--- src/rtl/selftest_pattern_gen.sv ---
module selftest_pattern_gen #(
  parameter int PRBS_W = 8
) (
  input  logic              clk,
  input  logic              rst,
  input  logic [2:0]        mode,
  output logic [PRBS_W-1:0] sym,
  output logic              is_ctrl,
  output logic              bypass_code
);
  localparam int SEQ_LEN  = 268;
  localparam int IW       = $clog2(SEQ_LEN);
  localparam int TAIL_AT  = 258;

  logic [2:0]        mode_q;
  logic [PRBS_W-1:0] lfsr;
  logic [IW-1:0]     idx;
  logic              fb;
  logic [7:0]        chr;
  logic              chr_k;
  logic [IW-1:0]     tail;

  generate
    if (PRBS_W == 10) begin : g_w10
      assign fb = lfsr[9] ^ lfsr[6];
    end else begin : g_w8
      assign fb = lfsr[7] ^ lfsr[6] ^ lfsr[4] ^ lfsr[2];
    end
  endgenerate

  always_ff @(posedge clk) begin
    if (rst) begin
      mode_q <= mode;
      lfsr   <= '1;
      idx    <= '0;
    end else begin
      lfsr <= {lfsr[PRBS_W-2:0], fb};
      idx  <= (idx == IW'(SEQ_LEN-1)) ? '0 : idx + 1'b1;
    end
  end

  assign tail = idx - IW'(TAIL_AT);

  always_comb begin
    chr   = 8'h00;
    chr_k = 1'b0;
    case (mode_q)
      3'd1: begin
        if (idx == '0) begin
          chr = 8'hBC; chr_k = 1'b1;
        end else if (idx == IW'(1)) begin
          chr = 8'hFB; chr_k = 1'b1;
        end else if (idx < IW'(TAIL_AT)) begin
          chr = idx[7:0] - 8'd2;
        end else begin
          chr_k = 1'b1;
          case (tail)
            IW'(0): chr = 8'h1C;
            IW'(1): chr = 8'h3C;
            IW'(2): chr = 8'h5C;
            IW'(3): chr = 8'h7C;
            IW'(4): chr = 8'h9C;
            IW'(5): chr = 8'hDC;
            IW'(6): chr = 8'hFC;
            IW'(7): chr = 8'hF7;
            IW'(8): chr = 8'hFE;
            default: chr = 8'hFD;
          endcase
        end
      end
      3'd2: chr = 8'hB5;
      3'd3: begin chr = 8'hFC; chr_k = 1'b1; end
      3'd4: begin chr = 8'hBC; chr_k = 1'b1; end
      default: ;
    endcase
  end

  assign bypass_code = (mode_q == 3'd0);
  assign is_ctrl     = bypass_code ? 1'b0 : chr_k;
  assign sym         = bypass_code ? lfsr : {{(PRBS_W-8){1'b0}}, chr};

  AST_LFSR_NONZERO: assert property (@(posedge clk) disable iff (rst)
    lfsr != '0);
  AST_MODE_HELD: assert property (@(posedge clk) disable iff (rst)
    !$past(rst) |-> $stable(mode_q));
  AST_IDX_BOUND: assert property (@(posedge clk) disable iff (rst)
    idx < IW'(SEQ_LEN));
  AST_SWEEP_WRAP: assert property (@(posedge clk) disable iff (rst)
    (mode_q == 3'd1 && sym[7:0] == 8'hFD && is_ctrl) |=> (sym[7:0] == 8'hBC && is_ctrl));
  AST_BYPASS_NO_K: assert property (@(posedge clk) disable iff (rst)
    !(bypass_code && is_ctrl));
endmodule

--- config.mk ---
export PLATFORM = sky130hd
export DESIGN_NAME = selftest_pattern_gen
export DESIGN_NICKNAME = d
export VERILOG_FILES = /design/src/rtl/selftest_pattern_gen.sv
export SDC_FILE = /design/constraint.sdc
export NUM_CORES = 1
export LEC_CHECK = 0
export BUFFER_PORTS_ARGS = -buffer_cell sky130_fd_sc_hd__buf_2
export CELL_PAD_IN_SITES_DETAIL_PLACEMENT = 0
export CELL_PAD_IN_SITES_GLOBAL_PLACEMENT = 2
export CORE_AREA = 2 2 75 59
export DETAILED_ROUTE_END_ITERATION = 8
export DIE_AREA = 0 0 77 61
export GPL_TIMING_DRIVEN = 0
export PLACE_DENSITY = 0.91
export SYNTH_ARGS = -nofsm -noshare
export SYNTH_HDL_FRONTEND = slang
export SYNTH_SLANG_ARGS = --single-unit
export TNS_END_PERCENT = 5
--- constraint.sdc ---
create_clock -name clk -period 6.28 [get_ports clk]
set_clock_uncertainty 0.1 [all_clocks]
set_input_delay 0.942 -clock clk [delete_from_list [all_inputs] [get_ports clk]]
set_output_delay 0.942 -clock clk [all_outputs]
set_load 0.05 [all_outputs]
# [After elaboration in Yosys (flattened, before gate mapping)]
# Memory sizes are Yosys's and may differ from the RTL's.
# Index checks and enable logic that the tools add are counted.
[totals] rom_bits=96 out_inout_bits=10 n_memories=1 ff_bits=20 input_bits=5
[classes] bitwise=3 muxes=11 magnitude_cmp=1 n_addsub=3 eq_ne=6 n_reduce_logical=5
[memory_table] memory="(name not given)" words=16 width=6 rd=1 rd_clocked_by_memory_dff=0 write_ports=0 line="57" rtl="case (tail)"
[ops] op="8-bit two-way mux" count=5
[ops] op="8-bit one-hot mux with 4 select lines" count=1
[ops] op="9-bit by 1-bit adder with 9-bit output, second input constant" count=1
[ops] op="9-bit by 1-bit == test with 1-bit output, second input constant" count=1
[ops] op="9-bit == test, second input constant" count=1
[ops] op="9-bit zero test" count=1
[ops] op="9-bit < comparator, second input constant" count=1
[ops] op="9-bit subtractor, second input constant" count=1
[ops] op="8-bit by 2-bit subtractor with 8-bit output, second input constant" count=1
[ops] op="3-bit by 2-bit == test with 1-bit output, second input constant" count=2
[ops] op="5-bit zero test" count=1
[ops] op="1-bit two-way mux" count=4
[ops] op="2-bit OR reduction" count=2
[ops] op="3-bit by 1-bit == test with 1-bit output, second input constant" count=1
[ops] op="3-bit == test, second input constant" count=1
[ops] op="3-bit zero test" count=1
[ops] op="1-bit XOR" count=3
[ops] op="1-bit one-hot mux with 2 select lines" count=1

# [Depth between registers and ports, before layout]
# Gate-level depths: netlist of run 1.
[depth] word_depth=8 mapped_depth=7

# [Worst setup path after synthesis of run 1]
# OpenSTA, ideal clock, no wires.
[synth_path] path_kind="reg-to-output" from="register idx[6]" to="output sym[3]" arrival_ps=2695 path_stages_with_launch=8 setup_slack_ps=2543 path_cell_list="dfxtp_1 buf_6 or4_4 buf_6 or2_4 o311ai_4 nor4b_1 o31ai_1"
[synth_between] elab_chain_len=8 elab_cells_between_ends=11
[synth_lines] element="start: declaration" line="17" rtl="logic [IW-1:0] idx;"
[synth_lines] element="start signal: assignment" line="38" rtl="idx <= (idx == IW'(SEQ_LEN-1)) ? '0 : idx + 1'b1;"
[synth_lines] element="9-bit subtractor" line="42" rtl="assign tail = idx - IW'(TAIL_AT);"
[synth_lines] element="5-bit zero test" line="57"
[synth_lines] element="8-bit two-way mux" line="57"
[synth_lines] element="8-bit two-way mux" line="53" rtl="end else if (idx < IW'(TAIL_AT)) begin"
[synth_lines] element="8-bit two-way mux" line="51" rtl="end else if (idx == IW'(1)) begin"
[synth_lines] element="8-bit two-way mux (*)" line="49" rtl="if (idx == '0) begin"
[synth_lines] element="8-bit one-hot mux with 4 select lines (*)" line="47" rtl="case (mode_q)"
[synth_lines] element="8-bit two-way mux (*)" line="80" rtl="assign sym = bypass_code ? lfsr : {{(PRBS_W-8){1'b0}}, chr};"
[synth_lines] element="end: declaration" line="7" rtl="output logic [PRBS_W-1:0] sym,"
# Mark *: on every way between the ends. The rest lies on a longest branch, timed or not.

# [Worst setup path after layout of run 1]
[layout_path] from="register idx[1]" to="output sym[5]"
[layout_between] elab_chain_len=8 elab_cells_between_ends=13
[layout_lines] element="9-bit subtractor" line="42"
[layout_lines] element="memory 16 x 6 bit / 5-bit zero test (equally long branches)"
[layout_lines] element="8-bit two-way mux" line="57"
[layout_lines] element="8-bit two-way mux" line="53"
[layout_lines] element="8-bit two-way mux" line="51"
[layout_lines] element="8-bit two-way mux (*)" line="49"
[layout_lines] element="8-bit one-hot mux with 4 select lines (*)" line="47"
[layout_lines] element="8-bit two-way mux (*)" line="80"
# Marked as above.

==> impl_metrics.env, run 1 <==
export IMPL_setup_viol=0
export IMPL_period_share=0.6400
export IMPL_synth_distinct_cells=50
export IMPL_postRouteAntennaNets=0
export IMPL_synth_cells=170
export IMPL_antenna_cells=0
export IMPL_start_util=0.3579
export IMPL_rsz0062_at_grt="false"
export IMPL_peakVddDrop_mv=0.08455
export IMPL_synth_edff_count=3
export IMPL_cts_made_buffers=3
export IMPL_seq_area_frac_synth=0.3042
export IMPL_cts_tree="done"
export IMPL_crit_fanout=8
export IMPL_drive_gt1_frac=0.2021
export IMPL_status="complete, no violations"
export IMPL_synth_fp_nets=182
export IMPL_grt_pass1_vias=1119
export IMPL_area_growth_pct=13.00
export IMPL_core_um2=3954
export IMPL_total_leakage_power_uw=0.0005894
export IMPL_firstDrtPassIters=7
export IMPL_place_ws_ns=2.568
export IMPL_drc=0
export IMPL_gp_congestion=0.8233
export IMPL_yosysWarnings=0
export IMPL_wl_mm=3.321
export IMPL_clkSlewWorstSetupHoldPaths_ns=0.07
export IMPL_grt_use_total=0.1465
export IMPL_final_nets=201
export IMPL_hold_path_class="reg -> reg"
export IMPL_die_w_um=77
export IMPL_cp_arrival_ns=2.98
export IMPL_grt_overflow=0
export IMPL_crit_end="sym[5]"
export IMPL_fin_setup_tns_ns=0
export IMPL_h_tree_depth=1
export IMPL_slew_limit_headroom=0.5257
export IMPL_cts_setup_buffers=0
export IMPL_fin_area_um2=1599
export IMPL_fmax_mhz=248.8
export IMPL_worstSetupEndpointType="output port"
export IMPL_cp_data_required_time_ns=5.24
export IMPL_dp_hpwl_mm=2.590
export IMPL_vias=1275
export IMPL_maxCapViolCount=0
export IMPL_via_per_inst=5.247
export IMPL_r2r_cells=5
export IMPL_hold_violations=0
export IMPL_async_flop_share=0
export IMPL_grt_pass1_wl_mm=5.306
export IMPL_syn_area_um2=1415
export IMPL_fillers=417
export IMPL_cts_sinks=20
export IMPL_path_class="reg -> out"
export IMPL_io_pins=15
export IMPL_r2r_setup_slack_ns=4.29
export IMPL_placed_area_um2=1554
export IMPL_power_per_cell_area_nw_per_um2=210.2
export IMPL_r2r_end="idx[4]"
export IMPL_critical_path_startpoint="idx[1]"
export IMPL_r2r_start="idx[6]"
export IMPL_grt_antenna_before_repair=0
export IMPL_avgSynthCellArea_um2=8.324
export IMPL_power_total_uw=336.1
export IMPL_fin_ws_ns=2.260
export IMPL_start_kind="flip-flop"
export IMPL_grt_max_degree=13
export IMPL_wire_per_inst_um=13.67
export IMPL_tightest_slew_ns=0.7049
export IMPL_dominantRegCellSynth="dfxtp_1"
export IMPL_drv_slew=0
export IMPL_io_buffers=14
export IMPL_rows=20
export IMPL_ys_ff_latch=20
export IMPL_die_height_um=61
export IMPL_drt_iter0_markers=137
export IMPL_cts_hold_buf=0
export IMPL_fp_dieArea_um2=4697
export IMPL_fin_crit_ns=4.020
export IMPL_clock_root_buffer="clkbuf_8"
export IMPL_cts_resized=0
export IMPL_clk_path_buf_depth=2
export IMPL_insertion_delay_ns=0.26
==> how the worst min path moves through the flow <==
| stage | from | end | cells past startpoint |
|---|---|---|---|
| after floorplan | lfsr[1] | lfsr[2] | 1 |
| after global placement | lfsr[3] | lfsr[4] | 1 |
| after detailed placement | lfsr[1] | lfsr[2] | 1 |
| after CTS | lfsr[1] | lfsr[2] | 1 |
| after global routing | lfsr[5] | lfsr[6] | 1 |
| final | lfsr[1] | lfsr[2] | 1 |
==> where the power goes <==
group	internal, uW	total (uW)	switching (uW)	leakage, uW
Combinational	34.1	105	71.2	0.000398
Clock	43.7	88.9	45.2	0.0000231
Sequential	135	142	7.02	0.000168
Total	213	336	123	0.000589
==> metal layers <==
metal	track usage	vias up	part of all wire
met1	0.2131	587	0.50
met5	0	-	0
met4	0.03827	0	0.0057
met2	0.2193	46	0.43
li1	-	640	-
met3	0.03571	2	0.070
==> critical path, stage by stage, from the launching register on <==
cell and delay, ns:
dfxtp_1 0.48, inv_1 0.19, ha_1 0.28, or2_2 0.31, a221oi_1 0.40, o311ai_4 0.19
nor4_1 0.50, o31ai_2 0.13, buf_2 0.23
==> flip-flops by register name, indices dropped and copies added (netlist names) <==
| register | flops |
|---|---|
| mode_q | 3 |
| idx | 9 |
| lfsr | 8 |
==> cells in the mapped netlist, types with 3 or more instances <==
library cell,number,share of area
nand2b_1,3,0.013
inv_1,4,0.011
o21ai_1,6,0.021
ha_1,7,0.062
dfxtp_1,17,0.24
clkbuf_1,7,0.019
xnor2_1,7,0.043
nor2_1,26,0.069
o21ai_0,5,0.018
edfxtp_1,3,0.064
a31oi_1,3,0.013
xor2_1,7,0.043
nor3_1,6,0.021
nor4_1,3,0.013
nand2_1,9,0.024
a21oi_1,5,0.018
nand4_1,3,0.013
or2_2,8,0.035
==> placed cells by master, fill, tap and decap left out, drive strengths merged, types with 4 or more instances in the layout <==
cell type	count
o21ai	12
clkbuf	10
inv	4
nand2	10
ha	7
or2	9
xnor2	7
dfxtp	17
a21oi	5
buf	17
nor3	6
nor2	26
xor2	7
==> kinds of logic after synthesis <==
logic type,after synthesis,share of synthesized area
and+or+nand+nor,74,0.2750
AOI/OAI and AO/OA,39,0.2096
DFF,20,0.3042
xor gates and xnor gates,14,0.08665
buffers and inverters,14,0.04863
adders and majority gates,7,0.06189
muxes,2,0.01415
==> final cells by class <==
type                            count  area (um2)  share of cell area
Multi-Input combinational cell    136       915.9              0.5728
Sequential cell                    20       430.4              0.2692
Timing Repair Buffer               14       70.07             0.04382
Tap cell                           55       68.82             0.04304
Buffer                             10       53.80             0.03365
Clock buffer                        3       41.29             0.02582
Inverter                            4       15.01            0.009390
Clock inverter                      1       3.754            0.002347
==> per-stage QoR <==
stage,instances,hold WS [ns],utilization
floorplan,170,0.3175,-
global placement,239,0.3258,0.3930
detailed placement,239,0.3335,0.3930
CTS,243,0.3524,0.4044
global route,243,0.3721,0.4044
finish,243,0.3495,0.4044
Note: power is estimated with default switching activity, not from simulation.
==> run 2, diff against run 1 <==
--- a/config.mk
+++ b/config.mk
@@ -8,11 +8,11 @@
 export BUFFER_PORTS_ARGS = -buffer_cell sky130_fd_sc_hd__buf_2
 export CELL_PAD_IN_SITES_DETAIL_PLACEMENT = 0
 export CELL_PAD_IN_SITES_GLOBAL_PLACEMENT = 2
-export CORE_AREA = 2 2 75 59
+export CORE_AREA = 2 2 82 64
 export DETAILED_ROUTE_END_ITERATION = 8
-export DIE_AREA = 0 0 77 61
+export DIE_AREA = 0 0 84 66
 export GPL_TIMING_DRIVEN = 0
-export PLACE_DENSITY = 0.91
+export PLACE_DENSITY = 0.83
 export SYNTH_ARGS = -nofsm -noshare
 export SYNTH_HDL_FRONTEND = slang
 export SYNTH_SLANG_ARGS = --single-unit
==> constraint.sdc (replaced) <==
create_clock -name clk -period 3.39 [get_ports clk]
set_clock_uncertainty 0.1 [all_clocks]
set_input_delay 0.5085 -clock clk [delete_from_list [all_inputs] [get_ports clk]]
set_output_delay 0.5085 -clock clk [all_outputs]
set_load 0.05 [all_outputs]
==> impl_metrics.env, run 2 (synthesis gave the netlist of run 1 again) <==
export IMPL_fin_area_um2=1667
export IMPL_path_cells="inv_1 -> ha_1 -> or2_2 -> a221oi_2 -> o311ai_4 -> nor4b_1 -> o31ai_1 -> buf_2"
export IMPL_die_height_um=66
export IMPL_drc=0
export IMPL_fp_dieArea_um2=5544
export IMPL_die_w_um=84
export IMPL_path_delay_family="simple AND/OR/NAND/NOR gates"
export IMPL_hold_violations=0
export IMPL_final_nets=201
export IMPL_cts_hold_buf=0
export IMPL_antenna_cells=0
export IMPL_slew_limit_headroom=0.4993
export IMPL_firstDrtPassIters=4
export IMPL_fillers=489
export IMPL_crit_fanout=8
export IMPL_cts_tree="done"
export IMPL_cp_arrival_ns=2.70
export IMPL_grt_pass1_vias=1151
export IMPL_fmax_mhz=302.5
export IMPL_p_seq_frac=0.372
export IMPL_fin_util=0.3500
export IMPL_grt_max_degree=13
export IMPL_p_sw_frac=0.3329
export IMPL_maxCapViolCount=0
export IMPL_final_common_cell="nor2_1"
export IMPL_peakVddDrop_mv=0.1537
export IMPL_grt_antenna_before_repair=0
export IMPL_clkSlewWorstSetupHoldPaths_ns=0.08
export IMPL_wl_mm=3.546
export IMPL_cts_setup_buffers=0
export IMPL_period_share=0.9752
export IMPL_cpMaxStageDelayCell="dfxtp_2"
export IMPL_io_pins=15
export IMPL_area_growth_pct=17.77
export IMPL_rows=22
export IMPL_start_kind="flip-flop"
export IMPL_largest_reg_flops=9
export IMPL_wire_per_inst_um=14.30
export IMPL_postRouteAntennaNets=0
export IMPL_insertion_delay_ns=0.26
export IMPL_gp_congestion=0.8162
export IMPL_clk_path_buf_depth=2
export IMPL_grt_use_total=0.1331
export IMPL_clock_root_buffer="clkbuf_8"
export IMPL_dp_hpwl_mm=2.623
export IMPL_place_ws_ns=0.03969
export IMPL_total_leakage_power_uw=0.0006112
export IMPL_fin_ws_ns=0.08404
export IMPL_cp_data_required_time_ns=2.78
export IMPL_max_stage_delay_ns=0.41
export IMPL_cts_sinks=20
export IMPL_path_class="reg -> out"
export IMPL_instances_no_fill=248
export IMPL_placedCellCount=244
export IMPL_via_per_inst=5.125
export IMPL_drive_gt1_frac=0.2340
export IMPL_layout_common_cells="nor2_1 (26), dfxtp_1 (16), buf_2 (14)"
export IMPL_drv_slew=0
export IMPL_combinationalPowerShare=0.286
export IMPL_top_register="idx"
export IMPL_hold_path_class="in -> reg"
export IMPL_grt_overflow=0
export IMPL_vias=1271
export IMPL_worst_path_buf_inv=2
export IMPL_worstSetupEndpointType="output port"
export IMPL_cts_made_buffers=3
export IMPL_tightest_slew_ns=0.7441
export IMPL_setup_viol=0
export IMPL_top_regs="idx x9, lfsr x8, mode_q x3"
export IMPL_status="complete, no violations"
export IMPL_p_int_uw=472.1
export IMPL_power_per_cell_area_nw_per_um2=424.7
export IMPL_switching_power_uw=235.7
export IMPL_io_buffers=14
export IMPL_start_util=0.2972
export IMPL_rsz0062_at_grt="true"
export IMPL_h_tree_depth=1
export IMPL_power_total_uw=707.8
export IMPL_p_clk_frac=0.343
export IMPL_core_um2=4762
export IMPL_fin_crit_ns=3.306
export IMPL_placed_area_um2=1560
export IMPL_grt_pass1_wl_mm=5.782
export IMPL_drt_iter0_markers=74
run 2: cell types whose count changed in the layout (fill, tap and decap cells not counted), sizes merged:
cell | before | now
buf | 17 | 16
bufinv | 0 | 1
clkbuf | 10 | 11
clkinv | 1 | 0
run 2: layer usage:
metal | vias up | share of wire | wire [um] | track usage
met5 | - | 0 | 0 | 0
met4 | 0 | 0.0076 | 27 | 0.03629
met3 | 2 | 0.055 | 194 | 0.02871
met2 | 42 | 0.40 | 1409 | 0.1810
met1 | 586 | 0.54 | 1915 | 0.2063
li1 | 641 | - | - | -
run 2: stage by stage:
| stage | hold slack (ns) | TNS [ns] |
|---|---|---|
| detailed placement | 0.3283 | 0 |
| floorplan | 0.3175 | 0 |
| CTS | 0.3069 | 0 |
| global placement | 0.3309 | -0.02445 |
| finish | 0.3152 | 0 |
| global route | 0.3095 | -0.1634 |
run 2: power groups by stage:
stage               registers, uW  clock network (uW)  logic [uW]
global route                  264                 260         220
CTS                           263                 250         201
detailed placement            268                   0         195
floorplan                     264                   0         155
global placement              268                   0         196
finish                        263                 242         202
run 2: worst register-to-register path: stages, from the launching register on:
cell	delay, ns
dfxtp_1	0.31
buf_6	0.13
or4_4	0.51
buf_6	0.15
o21bai_1	0.61
nor2_1	0.11
run 2: path summary, 6_finish.rpt:
path / startpoint / endpoint / slack [ns] / cells past startpoint
setup / recovery: idx[1] / sym[3] / 0.08 / 8
hold / removal: mode[0] / mode_q[0] / 0.32 / 1
setup reg to reg: idx[6] / idx[7] / 1.34 / 5
hold reg to reg: lfsr[5] / lfsr[6] / 0.35 / 1
run 2: repair_timing:
action | in CTS | in global routing
pin swaps | 0 | 0
endpoints found under the setup margin | 5 | 6
gates resized for setup | 5 | 2
run 2: area by class of cell:
cell class                      count  area [um2]  area share
Clock inverter                      1       30.03     0.01802
Clock buffer                        3       41.29     0.02477
Inverter                            4       15.01    0.009009
Sequential cell                    20       431.7      0.2590
Tap cell                           60       75.07     0.04505
Multi-Input combinational cell    136       947.2      0.5683
Timing Repair Buffer               14       72.57     0.04354
Buffer                             10       53.80     0.03228
